--- src/rtl/tw_pkg.sv ---
`timescale 1ns/1ps
// Package: shared register map and control-field layout of the two-wire
// shift unit. Assumes an 8-bit register port.
package tw_pkg;

    localparam logic [1:0] A_DATA   = 2'd0;
    localparam logic [1:0] A_STATUS = 2'd1;
    localparam logic [1:0] A_COUNT  = 2'd2;
    localparam logic [1:0] A_CTRL   = 2'd3;

    localparam int B_START  = 7;
    localparam int B_OVF    = 6;
    localparam int B_STOP   = 5;
    localparam int B_CNTRST = 4;

    typedef struct packed {
        logic ie_stop;
        logic ie_ovf;
        logic ie_start;
        logic oe;
    } tw_ctl_t;

endpackage

--- src/rtl/tw_line_sync.sv ---
`timescale 1ns/1ps
// Module: tw_line_sync
// Brings both bus lines into the clock domain through a STAGES-deep
// synchronizer and derives clock edges plus start/stop conditions by
// comparing each synchronized level with the previous one.
// Assumes an idle bus is high, so every stage resets to 1.
module tw_line_sync #(
    parameter int STAGES = 2
) (
    input  logic clk,
    input  logic rst_n,
    input  logic scl_in,
    input  logic sda_in,
    output logic scl_lvl,
    output logic sda_lvl,
    output logic ev_rise,
    output logic ev_fall,
    output logic ev_start,
    output logic ev_stop
);
    logic [STAGES-1:0] scl_pipe;
    logic [STAGES-1:0] sda_pipe;
    logic              scl_prev;
    logic              sda_prev;

    genvar g;
    generate
        for (g = 0; g < STAGES; g++) begin : g_stage
            if (g == 0) begin : g_first
                // first stage captures the raw pin level
                always_ff @(posedge clk) begin
                    if (!rst_n) begin
                        scl_pipe[0] <= 1'b1;
                        sda_pipe[0] <= 1'b1;
                    end else begin
                        scl_pipe[0] <= scl_in;
                        sda_pipe[0] <= sda_in;
                    end
                end
            end else begin : g_next
                // later stages pass the level along
                always_ff @(posedge clk) begin
                    if (!rst_n) begin
                        scl_pipe[g] <= 1'b1;
                        sda_pipe[g] <= 1'b1;
                    end else begin
                        scl_pipe[g] <= scl_pipe[g-1];
                        sda_pipe[g] <= sda_pipe[g-1];
                    end
                end
            end
        end
    endgenerate

    assign scl_lvl = scl_pipe[STAGES-1];
    assign sda_lvl = sda_pipe[STAGES-1];

    // previous synchronized levels for edge comparison
    always_ff @(posedge clk) begin
        if (!rst_n) begin
            scl_prev <= 1'b1;
            sda_prev <= 1'b1;
        end else begin
            scl_prev <= scl_lvl;
            sda_prev <= sda_lvl;
        end
    end

    // edge and bus-condition decode
    always_comb begin
        ev_rise  = scl_lvl & ~scl_prev;
        ev_fall  = ~scl_lvl & scl_prev;
        ev_start = scl_lvl & scl_prev & sda_prev & ~sda_lvl;
        ev_stop  = scl_lvl & scl_prev & ~sda_prev & sda_lvl;
    end

endmodule

--- src/rtl/tw_shift_cnt.sv ---
`timescale 1ns/1ps
// Module: tw_shift_cnt
// Data shift register (MSB first, loaded on rising clock edges), output
// bit latch (loaded on falling edges), and the edge counter whose wrap
// marks the end of a byte or of an acknowledge slot.
// Assumes register writes take priority over bus edges in the same cycle.
module tw_shift_cnt #(
    parameter int DATA_W = 8,
    parameter int CNT_W  = 4
) (
    input  logic              clk,
    input  logic              rst_n,
    input  logic              ev_rise,
    input  logic              ev_fall,
    input  logic              sda_lvl,
    input  logic              data_we,
    input  logic [DATA_W-1:0] data_wdata,
    input  logic              cnt_we,
    input  logic [CNT_W-1:0]  cnt_wdata,
    input  logic              cnt_clr,
    output logic [DATA_W-1:0] data_q,
    output logic [CNT_W-1:0]  cnt_q,
    output logic              out_bit,
    output logic              ovf_evt
);
    localparam logic [CNT_W-1:0] CNT_TOP = '1;

    logic edge_any;

    assign edge_any = ev_rise | ev_fall;
    assign ovf_evt  = edge_any & (cnt_q == CNT_TOP) & ~cnt_we & ~cnt_clr;

    // data register: CPU load or shift-in on rising clock
    always_ff @(posedge clk) begin
        if (!rst_n)       data_q <= '0;
        else if (data_we) data_q <= data_wdata;
        else if (ev_rise) data_q <= {data_q[DATA_W-2:0], sda_lvl};
    end

    // output bit: follows the MSB at falling clock or on CPU load
    always_ff @(posedge clk) begin
        if (!rst_n)       out_bit <= 1'b1;
        else if (data_we) out_bit <= data_wdata[DATA_W-1];
        else if (ev_fall) out_bit <= data_q[DATA_W-1];
    end

    // edge counter: CPU load, clear with start acknowledge, or count
    always_ff @(posedge clk) begin
        if (!rst_n)        cnt_q <= '0;
        else if (cnt_we)   cnt_q <= cnt_wdata;
        else if (cnt_clr)  cnt_q <= '0;
        else if (edge_any) cnt_q <= cnt_q + 1'b1;
    end

endmodule

--- src/rtl/tw_flags.sv ---
`timescale 1ns/1ps
// Module: tw_flags
// Start, overflow and stop flags with write-one-to-clear, and the two
// clock-stretch holds (after start, after overflow).
// Assumes a flag being set wins over a clear in the same cycle.
module tw_flags (
    input  logic clk,
    input  logic rst_n,
    input  logic ev_fall,
    input  logic ev_start,
    input  logic ev_stop,
    input  logic ovf_evt,
    input  logic clr_start,
    input  logic clr_ovf,
    input  logic clr_stop,
    output logic start_f,
    output logic ovf_f,
    output logic stop_f,
    output logic scl_hold
);
    logic hold_start;
    logic hold_ovf;

    // start flag: set by start, dropped by stop or CPU clear
    always_ff @(posedge clk) begin
        if (!rst_n)                   start_f <= 1'b0;
        else if (ev_start)            start_f <= 1'b1;
        else if (ev_stop | clr_start) start_f <= 1'b0;
    end

    // overflow flag: set on counter wrap, CPU clear
    always_ff @(posedge clk) begin
        if (!rst_n)       ovf_f <= 1'b0;
        else if (ovf_evt) ovf_f <= 1'b1;
        else if (clr_ovf) ovf_f <= 1'b0;
    end

    // stop flag: set by stop, CPU clear
    always_ff @(posedge clk) begin
        if (!rst_n)        stop_f <= 1'b0;
        else if (ev_stop)  stop_f <= 1'b1;
        else if (clr_stop) stop_f <= 1'b0;
    end

    // start hold: engages on the falling edge after a start
    always_ff @(posedge clk) begin
        if (!rst_n)                                hold_start <= 1'b0;
        else if (ev_start | ev_stop | clr_start)   hold_start <= 1'b0;
        else if (ev_fall & start_f)                hold_start <= 1'b1;
    end

    // overflow hold: engages on wrap, released by clear or bus condition
    always_ff @(posedge clk) begin
        if (!rst_n)                  hold_ovf <= 1'b0;
        else if (ev_start | ev_stop) hold_ovf <= 1'b0;
        else if (ovf_evt)            hold_ovf <= 1'b1;
        else if (clr_ovf)            hold_ovf <= 1'b0;
    end

    assign scl_hold = hold_start | hold_ovf;

endmodule

--- src/rtl/tw_shift_unit.sv ---
`timescale 1ns/1ps
// Module: tw_shift_unit (top)
// Slave-side two-wire shift unit: synchronizer/condition detector, shift
// and count datapath, flags and clock holds, and a four-entry register
// port with an interrupt. Outputs are drive-low enables for open-drain pads.
// Assumes DATA_W = 8 (status bit positions come from tw_pkg).
module tw_shift_unit #(
    parameter int DATA_W      = 8,
    parameter int CNT_W       = 4,
    parameter int SYNC_STAGES = 2
) (
    input  logic              clk,
    input  logic              rst_n,
    input  logic              scl_i,
    input  logic              sda_i,
    output logic              scl_drive_low_o,
    output logic              sda_drive_low_o,
    input  logic              reg_wr_i,
    input  logic [1:0]        reg_addr_i,
    input  logic [DATA_W-1:0] reg_wdata_i,
    output logic [DATA_W-1:0] reg_rdata_o,
    output logic              irq_o
);
    import tw_pkg::*;

    localparam int CTL_W = $bits(tw_ctl_t);

    logic              scl_lvl, sda_lvl;
    logic              ev_rise, ev_fall, ev_start, ev_stop;
    logic              wr_data, wr_stat, wr_cnt, wr_ctl;
    logic              clr_start, clr_ovf, clr_stop, cnt_clr;
    logic [DATA_W-1:0] data_q;
    logic [CNT_W-1:0]  cnt_q;
    logic              out_bit, ovf_evt;
    logic              start_f, ovf_f, stop_f, scl_hold;
    tw_ctl_t           ctl_q;

    // register-port write decode
    always_comb begin
        wr_data   = reg_wr_i & (reg_addr_i == A_DATA);
        wr_stat   = reg_wr_i & (reg_addr_i == A_STATUS);
        wr_cnt    = reg_wr_i & (reg_addr_i == A_COUNT);
        wr_ctl    = reg_wr_i & (reg_addr_i == A_CTRL);
        clr_start = wr_stat & reg_wdata_i[B_START];
        clr_ovf   = wr_stat & reg_wdata_i[B_OVF];
        clr_stop  = wr_stat & reg_wdata_i[B_STOP];
        cnt_clr   = clr_start & reg_wdata_i[B_CNTRST];
    end

    tw_line_sync #(.STAGES(SYNC_STAGES)) u_sync (
        .clk      (clk),
        .rst_n    (rst_n),
        .scl_in   (scl_i),
        .sda_in   (sda_i),
        .scl_lvl  (scl_lvl),
        .sda_lvl  (sda_lvl),
        .ev_rise  (ev_rise),
        .ev_fall  (ev_fall),
        .ev_start (ev_start),
        .ev_stop  (ev_stop)
    );

    tw_shift_cnt #(.DATA_W(DATA_W), .CNT_W(CNT_W)) u_core (
        .clk        (clk),
        .rst_n      (rst_n),
        .ev_rise    (ev_rise),
        .ev_fall    (ev_fall),
        .sda_lvl    (sda_lvl),
        .data_we    (wr_data),
        .data_wdata (reg_wdata_i),
        .cnt_we     (wr_cnt),
        .cnt_wdata  (reg_wdata_i[CNT_W-1:0]),
        .cnt_clr    (cnt_clr),
        .data_q     (data_q),
        .cnt_q      (cnt_q),
        .out_bit    (out_bit),
        .ovf_evt    (ovf_evt)
    );

    tw_flags u_flags (
        .clk       (clk),
        .rst_n     (rst_n),
        .ev_fall   (ev_fall),
        .ev_start  (ev_start),
        .ev_stop   (ev_stop),
        .ovf_evt   (ovf_evt),
        .clr_start (clr_start),
        .clr_ovf   (clr_ovf),
        .clr_stop  (clr_stop),
        .start_f   (start_f),
        .ovf_f     (ovf_f),
        .stop_f    (stop_f),
        .scl_hold  (scl_hold)
    );

    // control register: output enable and interrupt enables
    always_ff @(posedge clk) begin
        if (!rst_n)      ctl_q <= '0;
        else if (wr_ctl) ctl_q <= reg_wdata_i[CTL_W-1:0];
    end

    // read mux
    always_comb begin
        reg_rdata_o = '0;
        unique case (reg_addr_i)
            A_DATA:   reg_rdata_o = data_q;
            A_STATUS: begin
                reg_rdata_o[B_START] = start_f;
                reg_rdata_o[B_OVF]   = ovf_f;
                reg_rdata_o[B_STOP]  = stop_f;
            end
            A_COUNT:  reg_rdata_o[CNT_W-1:0] = cnt_q;
            default:  reg_rdata_o[CTL_W-1:0] = ctl_q;
        endcase
    end

    assign scl_drive_low_o = scl_hold;
    assign sda_drive_low_o = ctl_q.oe & ~out_bit;
    assign irq_o = (start_f & ctl_q.ie_start) | (ovf_f & ctl_q.ie_ovf)
                 | (stop_f & ctl_q.ie_stop);

endmodule

--- config.mk ---
export PLATFORM = sky130hd
export DESIGN_NAME = tw_shift_unit
export DESIGN_NICKNAME = d
export VERILOG_FILES = /design/src/rtl/tw_pkg.sv /design/src/rtl/tw_line_sync.sv /design/src/rtl/tw_shift_cnt.sv /design/src/rtl/tw_flags.sv /design/src/rtl/tw_shift_unit.sv
export SDC_FILE = /design/constraint.sdc
export NUM_CORES = 1
export LEC_CHECK = 0
export BUFFER_PORTS_ARGS = -buffer_cell sky130_fd_sc_hd__buf_2
export CAP_MARGIN = 25
export CORE_MARGIN = 2
export CORE_UTILIZATION = 38
export DETAILED_ROUTE_END_ITERATION = 7
export GPL_TIMING_DRIVEN = 0
export PLACE_DENSITY = 0.68
export SYNTH_ARGS = -nofsm -noshare
export SYNTH_HDL_FRONTEND = slang
export SYNTH_SLANG_ARGS = --single-unit
--- constraint.sdc ---
create_clock -name clk -period 1.9 [get_ports clk]
set_input_delay 0.38 -clock clk [delete_from_list [all_inputs] [get_ports clk]]
set_output_delay 0.38 -clock clk [all_outputs]
set_load 0.01 [all_outputs]
== Yosys cells after proc, flatten, opt, wreduce, memory -nomap -nowiden ==
Index checks and enable logic that the tools add are counted.
Word-level totals
  output and inout bits: 11
  input port bits: 15
  word-level logic and storage cells: 86
  flip-flop bits (word level): 28
Cells by class
  bitwise gates (word level): 38
  $add $sub $neg: 1
  reductions and logical operators: 9
  multiplexer cells: 16
  eq/ne operators: 4
Operators by type and width (count)
  $and 1x1->1: 23
  $mux 8: 2
  $mux 4: 3
  $pmux 4 s3: 1
  $reduce_bool 2->1: 5
  $mux 1: 9
  $not 1->1: 8
  $or 1x1->1: 7
  $pmux 3 s2: 1
  $add 4x1->4 const B: 1
  $eq 2x2->1 const B: 2
  $eq 4x4->1 const B: 1
  $reduce_or 2->1: 2
  $reduce_bool 3->1: 1
  $eq 2x1->1 const B: 1
  $logic_not 2->1: 1

== Depth between registers and ports, before layout ==
Gate-level depths: netlist of run 1.
  word-level depth: 7
  gate-level depth with buffers: 6
  gate-level depth less buffers: 5

== Modules after synthesis ==
A second synthesis of run 1 with hierarchy kept.
Second synthesis, totals
  cell total of the unflattened synthesis: 165
  area total of the unflattened synthesis: 1458.9 µm²
Modules (own cells, without submodules)
  tw_shift_cnt: area an instance 676.9 µm², instances 1, seq. area each 260.2 µm², cells an instance 78
  tw_shift_unit: area an instance 404.1 µm², instances 1, seq. area each 80.1 µm², cells an instance 53
  tw_line_sync: area an instance 190.2 µm², instances 1, seq. area each 120.1 µm², cells an instance 16
  tw_flags: area an instance 187.7 µm², instances 1, seq. area each 100.1 µm², cells an instance 18

== Least setup slack after synthesis of run 1 ==
Ideal clock, no wire load.
  path type: input-to-output
  start point: input reg_addr_i[1]
  end point: output reg_rdata_o[2]
  arrival time: 1.112 ns
  buffers on the path: 2
  setup slack: 0.408 ns
  data required time: 1.520 ns
  stages: 4
  cell sequence: buf_2 > buf_2 > mux2i_1 > o21ai_0
Between the ends
  longest elaborated chain between the ends: 2
  elaborated cells on any way between the ends: 4
RTL lines
  start: declaration: RTL line tw_shift_unit.sv:19  | input logic [1:0] reg_addr_i,
  $eq 2x2->1 (tied with other cells): RTL line tw_shift_unit.sv:105  | unique case (reg_addr_i)
  $pmux 4 s3 *: RTL line tw_shift_unit.sv:105
  end: declaration: RTL line tw_shift_unit.sv:21  | output logic [DATA_W-1:0] reg_rdata_o,
Mark *: on every way between the ends. The rest lies on a longest branch, timed or not.

== Worst setup path in the final report of run 1 ==
Ends and elaborated chain as after synthesis.

==> results of run 1 <==
-- per-layer routing --
| metal | wire length, um | track usage | part of all wire | vias to the layer above |
|---|---|---|---|---|
| met1 | 1530 | 0.232 | 0.47 | 521 |
| met2 | 1530 | 0.249 | 0.47 | 24 |
| li1 | - | - | - | 605 |
| met5 | 0 | 0 | 0 | - |
| met4 | 60 | 0.0703 | 0.018 | 0 |
| met3 | 132 | 0.0274 | 0.041 | 5 |
-- critical path, cell delays in order --
cell and delay, ps:
buf_2 100, buf_2 200, buf_2 270, mux2i_1 230, o21ai_0 90, buf_2 150
-- power groups by stage --
| stage | Clock, W | Sequential [W] | Combinational [W] |
|---|---|---|---|
| final | 0.000322 | 0.000636 | 0.000154 |
| after global routing | 0.000352 | 0.000640 | 0.000171 |
| after CTS | 0.000328 | 0.000636 | 0.000155 |
| after detailed placement | 0 | 0.000650 | 0.000154 |
| after global placement | 0 | 0.000649 | 0.000154 |
| after floorplan | 0 | 0.000642 | 0.000106 |
-- layout make-up --
cell class	count	area, sq um	share of cell area
multi-input combinational	108	773	0.468
sequential	28	561	0.339
inverter	7	26.3	0.0159
clock buffer	3	41.3	0.0250
timing repair buffer	24	120	0.0727
tap	48	60.1	0.0364
buffer	10	70.1	0.0424
-- metrics by stage --
stage	utilization	hold slack [ps]	setup slack, ps
floorplan	-	386	408
global placement	0.444	391	54.2
CTS	0.456	278	40.9
detailed placement	0.444	396	42.9
finish	0.455	282	99.4
global route	0.455	282	37.0
-- kinds of logic (layout without fill, tap and decap cells) --
logic type,Yosys count,after routing,synth area share
AND/OR/NAND/NOR,51,51,0.203
AO/OA/AOI/OAI,29,29,0.136
flip-flops,28,28,0.391
multiplexers,21,21,0.147
buffers and inverters,18,44,0.0698
adder cells (fa/ha/maj),4,4,0.0349
XOR/XNOR,3,3,0.0183
-- sequential cells by signal, indices dropped and copies added (netlist names) --
signal / flops
u_flags.hold_start: 1
ctl_q: 4
u_sync.scl_pipe: 1
u_sync.scl_lvl: 1
u_sync.sda_lvl: 1
u_core.data_q: 8
u_flags.stop_f: 1
u_sync.scl_prev: 1
u_core.cnt_q: 4
u_flags.ovf_f: 1
u_flags.hold_ovf: 1
u_sync.sda_pipe: 1
u_sync.sda_prev: 1
u_core.out_bit: 1
u_flags.start_f: 1
-- cell usage in the layout (no fill, tap or decap), types with 2 or more instances in the layout --
master	instances
nand3_1	8
nor2b_1	3
buf_2	29
clkbuf_8	3
inv_1	7
mux2i_1	21
nand2_1	3
nor3b_1	2
buf_6	2
dfxtp_1	28
a21oi_1	3
o21ai_0	10
nand2b_1	5
a211oi_1	8
ha_1	4
nor2_1	16
nand4b_1	7
xnor2_1	2
-- worst paths after layout --
kind,start,end,slack [ps]
max,reg_addr_i[1],reg_rdata_o[2],100
min,scl_i,u_sync.scl_pipe[0],280
max reg2reg,u_sync.scl_lvl,u_core.cnt_q[3],360
min reg2reg,u_sync.scl_pipe[0],u_sync.scl_lvl,410
==> results.toml, run 1 <==
[routing]
ant_nets = 0
via_per_inst = 5.07
drt-initial-drc-count = 83
wl_per_cell_um = 14.2
num_vias = 1155
wl_mm = 3.25
drc = 0
first_pass_iters = 4

[setup_path]
crit_required_ps = 1520
ff2ff_path_depth = 5
crit_type = "in2out"
cp_max_fo = 10
endpoint_kind = "output pin"
cp.arrival_ps = 1420
startpoint_type = "primary input"

[synth]
syn_nets = 173
syn_area_per_cell_sq_um = 9.31
syn_inst = 154
ys_top_cells_by_count = "28 x dfxtp_1, 21 x mux2i_1, 16 x nor2_1, 10 x o21ai_0"
ys.flop_type = "dfxtp_1"
ys_seq_area_frac = 0.391
synth_most_common_cell = "dfxtp_1"
yosysWarnings = 0
ys_types = 36
synth_edf_count = 0
syn_area_sq_um = 1430
synth.largest_area_cell = "dfxtp_1"
ys_async_sr_fraction = 0
ys_seq_elements = 28
synthTopCellsByArea = "dfxtp_1 39%, mux2i_1 15%, nand4b_1 4.3%"
synth_top_area_frac = 0.391

[cells_and_area]
num-fill-cells = 384
diodes = 0
final_cells = 228
syn2layout_area_growth_pct = 15.2
drive_above_1_share = 0.217
fin_nets = 201
post-route-cell-area_sq_um = 1650

[placed_design]
place_hpwl_mm = 2.46
port_buffers = 24
dpl_cell_area_sq_um = 1610
gp_routability_congestion = 0.845
dp_cells = 226

[clocking]
tritoncts.num_buffers = 3
htreeDepth = 1
cts_tree = "done"
ctsRootBufferMaster = "clkbuf_8"
clock_path_buffers = 2
post-cts-setup-buffer-count = 0
clkTransAtPathRegs_ps = 80
ctsHoldBuffers = 0
worstSkewPairLatency_ps = 280
cts.sinks = 28
cts_resized = 0

[timing]
fmax_mhz = 555
fin_crit_ps = 1800
hold_viol_final = 0
finalMaxSlewViolations = 0
rsz0062_at_grt = "no"
fin_crit_sh = 0.948
setup_viol = 0
max-slew-margin-rel = 0.606
worst_slew_pin_slew_ps = 591
clock_skew_ps = 10.1
setup_tns_ps = 0

[global_route]
antenna_found_initial = 0
grt_pass1_wl_mm = 5.31
grt_overflow = 0
grt_max_degree = 15
grt_usage = 0.165
grt_pass1_vias = 1050

[power]
powerDensity_nw_per_um2 = 673
p_seq_frac = 0.572
irDropWorstVdd_mv = 0.297
leakagePower_nw = 0.730
switchingPower_w = 0.000284
combinationalPowerShare = 0.139
p_int_w = 0.000827
power.total_w = 0.00111
switching_share = 0.255
clkPwrFrac = 0.289

[flow_run]
drv_cap = 0

[floorplanning]
ios = 26
placementRows = 22
design.die.area_sq_um = 4280
start_util = 0.395
coreArea_sq_um = 3630
die_h_um = 65.4
die_w_um = 65.4

[run_status]
status = "finished clean"

[min_path]
hp-class = "in2reg"
hold_depth = 2
(Power assumes the default switching activity.)
==> inputs of run 2 (changes only) <==
- CORE_ASPECT_RATIO: unset -> 0.6
==> run 2 against run 1 <==
  * Clock skew decreased by 2.7 ps
  * Register-to-register slack worse by 80 ps
  * Maximum frequency decreased by 1.5%
  * Critical path depth did not move
  * Non-clock buffer count did not move
==> results.toml, run 2 (synthesized netlist as in run 1, its figures left out) <==
[clocking]
clkTransAtPathRegs_ps = 100
htreeDepth = 1
clock_path_buffers = 2
cts_tree = "done"
post-cts-setup-buffer-count = 0
ctsRootBufferMaster = "clkbuf_8"
tritoncts.num_buffers = 3
worstSkewPairLatency_ps = 280
cts.sinks = 28

[cells_and_area]
fin_nets = 201
largestRegisters = "u_core.data_q x8, ctl_q x4, u_core.cnt_q x4"
final_cell_mix = "29 x buf_2, 28 x dfxtp_1, 21 x mux2i_1"
post-route-cell-area_sq_um = 1680
largest-register = "u_core.data_q"
final_common_cell = "buf_2"
diodes = 0
drive_above_1_share = 0.221
largest_reg_flops = 8
syn2layout_area_growth_pct = 17.2

[setup_path]
ff2ff_path_depth = 5
cpPeakStageDelay_ps = 290
endpoint_kind = "output pin"
worstReg2RegEnd = "u_core.cnt_q[3]"
cp_common_cell = "buf_2"
startpoint_type = "primary input"
ff2ff_setup_slack_ps = 280
cp.arrival_ps = 1450
reg2reg_from = "u_sync.scl_lvl"
cp_max_fo = 10
path_cells = "buf_2, buf_2, buf_2, mux2i_1, o21ai_0, buf_2"
crit_type = "in2out"
cp_slowest_cell = "buf_2"
crit_required_ps = 1520

[floorplanning]
design.die.area_sq_um = 4300
die_w_um = 83.3
ios = 26
placementRows = 17
coreArea_sq_um = 3640
die_h_um = 51.6
start_util = 0.394

[power]
leakagePower_nw = 0.745
irDropWorstVdd_mv = 0.357
powerDensity_nw_per_um2 = 756

[timing]
worst_slew_pin_slew_ps = 647
finalMaxSlewViolations = 0
fin_crit_sh = 0.963
rsz0062_at_grt = "no"
setup_tns_ps = 0
fmax_mhz = 547
max-slew-margin-rel = 0.569
clock_skew_ps = 7.40
hold_viol_final = 0
fin_crit_ps = 1830
setup_viol = 0

[global_route]
grt_overflow = 0
grt_max_degree = 20
antenna_found_initial = 0
grt_pass1_wl_mm = 5.45
grt_usage = 0.164
grt_pass1_vias = 1077

[routing]
drc = 0
drt-initial-drc-count = 52
first_pass_iters = 4
ant_nets = 0
num_vias = 1205
wl_mm = 3.41
wl_per_cell_um = 15.0
via_per_inst = 5.29

[min_path]
hold_depth = 2
hp-class = "in2reg"
hold_path.startpoint = "scl_i"
hold_end = "u_sync.scl_pipe[0]"

[placed_design]
port_buffers = 24
gp_routability_congestion = 0.770
dpl_cell_area_sq_um = 1610
place_hpwl_mm = 2.60

[flow_run]
drv_cap = 0

[run_status]
status = "finished clean"
-- run 2: what timing repair did --
action | 4_1_cts | 5_1_grt
gates resized for setup | 0 | 0
setup endpoints to repair | 1 | 0
hold buffers | 0 | 0
endpoints found under the hold margin | 0 | 0
-- run 2: how the worst max path moves through the flow --
| stage | start | to | slack [ps] | cells after the start |
|---|---|---|---|---|
| 6_report | reg_addr_i[1] | reg_rdata_o[1] | 70 | 6 |
| 5_1_grt | reg_addr_i[1] | reg_rdata_o[1] | 4 | 6 |
| 4_1_cts | reg_addr_i[1] | reg_rdata_o[1] | 90 | 6 |
| 3_5_place_dp | reg_addr_i[0] | reg_rdata_o[5] | -8 | 6 |
| 3_3_place_gp | reg_addr_i[0] | reg_rdata_o[5] | 20 | 6 |
| 2_1_floorplan | reg_addr_i[1] | reg_rdata_o[2] | 410 | 4 |
-- run 2: metrics by stage --
step / setup WS, ps / instances / utilization / power (W) / hold slack (ps)
floorplan: 408 / 154 / - / 0.000748 / 386
global placement: 18.0 / 225 / 0.443 / 0.000803 / 391
detailed placement: -8.24 / 225 / 0.443 / 0.000805 / 401
CTS: 93.2 / 228 / 0.462 / 0.00128 / 271
global route: 4.34 / 228 / 0.462 / 0.00132 / 263
finish: 71.2 / 228 / 0.462 / 0.00127 / 273
-- run 2: layout make-up --
class,count,area [sq um]
Fill cell,367,1960
Multi-Input combinational cell,108,773
Sequential cell,28,561
Timing Repair Buffer,24,120
Buffer,10,70.1
Tap cell,47,58.8
Clock buffer,3,41.3
Clock inverter,1,30.0
Inverter,7,26.3
-- run 2: worst max-delay path: cells and delay by family --
family / cells / cell delay [ps]
AOI/OAI and AO/OA: 1 / 90
buffers and inverters: 4 / 770
muxes: 1 / 200
-- run 2: report_power, final --
part,switching [W],total (W),internal (W)
clock,0.000195,0.000477,0.000282
sequential,0.0000234,0.000637,0.000613
combinational,0.0000848,0.000157,0.0000719
-- run 2: per-layer routing --
metal	GRT usage	vias up	part of all wire
met4	0.00820	0	0.0012
li1	-	609	-
met5	0	-	0
met3	0.0476	2	0.049
met1	0.256	567	0.56
met2	0.230	27	0.39
==> inputs of run 3 (changes only) <==
--- a/constraint.sdc
+++ b/constraint.sdc
@@ -3,2 +3,2 @@
 set_output_delay 0.38 -clock clk [all_outputs]
-set_load 0.01 [all_outputs]
+set_load 0.05 [all_outputs]
==> run 3 against run 2 <==
  * First-iteration DRC count grew 15%
  * Critical path type unchanged
  * Power is 1.9% higher
  * Global-route usage is the same
  * Largest power group unchanged
  * Register-to-register slack about the same
  * Count of clock-buffer cells in the layout is the same
==> results.toml, run 3 (synthesized netlist as in run 1, its figures left out) <==
[floorplanning]
placementRows = 17
die_h_um = 51.6
die_w_um = 83.3
ios = 26
coreArea_sq_um = 3640
start_util = 0.394
design.die.area_sq_um = 4300

[global_route]
grt_pass1_wl_mm = 5.45
grt_usage = 0.164
antenna_found_initial = 0
grt_overflow = 0
grt_max_degree = 20
grt_pass1_vias = 1077

[min_path]
hold_path.startpoint = "scl_i"
hold_end = "u_sync.scl_pipe[0]"
hold_depth = 2
hp-class = "in2reg"

[setup_path]
endpoint_kind = "output pin"
startpoint_type = "primary input"
worstReg2RegEnd = "u_core.cnt_q[3]"
cp.arrival_ps = 1430
crit_type = "in2out"
crit_required_ps = 1520
reg2reg_from = "u_sync.scl_lvl"
ff2ff_path_depth = 5
ff2ff_setup_slack_ps = 280
cp_max_fo = 10

[routing]
routed.top_layer = "met4"
met1_length_mm = 1.87
first_pass_iters = 4
drt-initial-drc-count = 60
drc = 0
wl_mm = 3.41
num_vias = 1207
met2WireLength_mm = 1.34
wl_per_cell_um = 14.9
via_per_inst = 5.29
wl_met3_um = 193
ant_nets = 0

[cells_and_area]
fin_nets = 201
post-route-cell-area_sq_um = 1690
largest-register = "u_core.data_q"
final_common_cell = "dfxtp_1"
largestRegisters = "u_core.data_q x8, ctl_q x4, u_core.cnt_q x4"
syn2layout_area_growth_pct = 17.7
largest_reg_flops = 8
final_cell_mix = "28 x dfxtp_1, 26 x buf_2, 21 x mux2i_1"
diodes = 0
drive_above_1_share = 0.221
final_cells = 228

[timing]
worst_slew_pin_slew_ps = 646
fmax_mhz = 551
max-slew-margin-rel = 0.569
clock_skew_ps = 7.76
rsz0062_at_grt = "no"
fin_crit_sh = 0.955
setup_viol = 0
hold_viol_final = 0
finalMaxSlewViolations = 0
fin_crit_ps = 1810

[clocking]
tritoncts.num_buffers = 3
clkTransAtPathRegs_ps = 100
ctsHoldBuffers = 0
cts.sinks = 28
worstSkewPairLatency_ps = 280
ctsRootBufferMaster = "clkbuf_8"
cts_tree = "done"
clock_path_buffers = 2
htreeDepth = 1

[power]
powerDensity_nw_per_um2 = 767
leakagePower_nw = 0.745
irDropWorstVdd_mv = 0.357

[placed_design]
dp_cells = 225
place_hpwl_mm = 2.60
gp_routability_congestion = 0.770
port_buffers = 24
dpl_cell_area_sq_um = 1610

[run_status]
status = "finished clean"

[flow_run]
drv_cap = 0
run 3: cell count changes in the layout (fill, tap and decap cells not counted), sizes merged:
| cell | delta |
|---|---|
| buf | -1 |
| clkbuf | +1 |
run 3: worst max path at each step:
| stage | from | to | slack (ps) | cells past startpoint |
|---|---|---|---|---|
| CTS | reg_addr_i[1] | reg_rdata_o[2] | 20 | 6 |
| finish | reg_addr_i[1] | reg_rdata_o[1] | 90 | 6 |
| detailed placement | reg_addr_i[0] | reg_rdata_o[0] | -90 | 6 |
| floorplan | reg_addr_i[1] | reg_rdata_o[2] | -410 | 4 |
| global placement | reg_addr_i[0] | reg_rdata_o[0] | -70 | 6 |
| global route | reg_addr_i[1] | reg_rdata_o[2] | 10 | 6 |
run 3: timing repair:
action                                 CTS  global route
buffers inserted                         0             0
setup endpoints to repair                5             4
endpoints found under the hold margin    0             0
resized for setup                        1             3
run 3: stage by stage:
| stage | util | hold slack [ps] | setup TNS [ps] | total power (W) | setup slack, ps |
|---|---|---|---|---|---|
| after floorplan | - | 386 | -1980 | 0.000769 | -408 |
| after global placement | 0.443 | 391 | -277 | 0.000825 | -67.8 |
| after detailed placement | 0.443 | 401 | -396 | 0.000827 | -93.8 |
| after CTS | 0.463 | 271 | 0 | 0.00130 | 24.7 |
| after global routing | 0.464 | 263 | 0 | 0.00135 | 9.56 |
| final | 0.464 | 273 | 0 | 0.00129 | 86.1 |
run 3: power breakdown:
part / total [W] / switching [W] / leakage [nW] / internal (W)
sequential: 0.000636 / 0.0000233 / 0.229 / 0.000613
combinational: 0.000180 / 0.000106 / 0.480 / 0.0000737
clock: 0.000478 / 0.000196 / 0.0357 / 0.000282
run 3: per-layer routing:
layer | vias to the layer above | track usage
met5 | - | 0
met4 | 0 | 0.00820
met3 | 2 | 0.0476
met2 | 24 | 0.230
met1 | 570 | 0.256
li1 | 611 | -
run 3: area by class of cell:
cell class	instances	area (sq um)
inverters	7	26.3
repair buffers	24	125
flip-flops and latches	28	561
fillers	367	1950
clock buffers	3	41.3
multi-input cells	108	773
plain buffers	10	72.6
clock inverters	1	30.0
well taps	47	58.8
run 3: worst max-delay path, stage by stage:
cell,delay [ps]
buf_2,100
buf_2,220
buf_4,230
mux2i_1,80
o21ai_0,180
buf_4,230
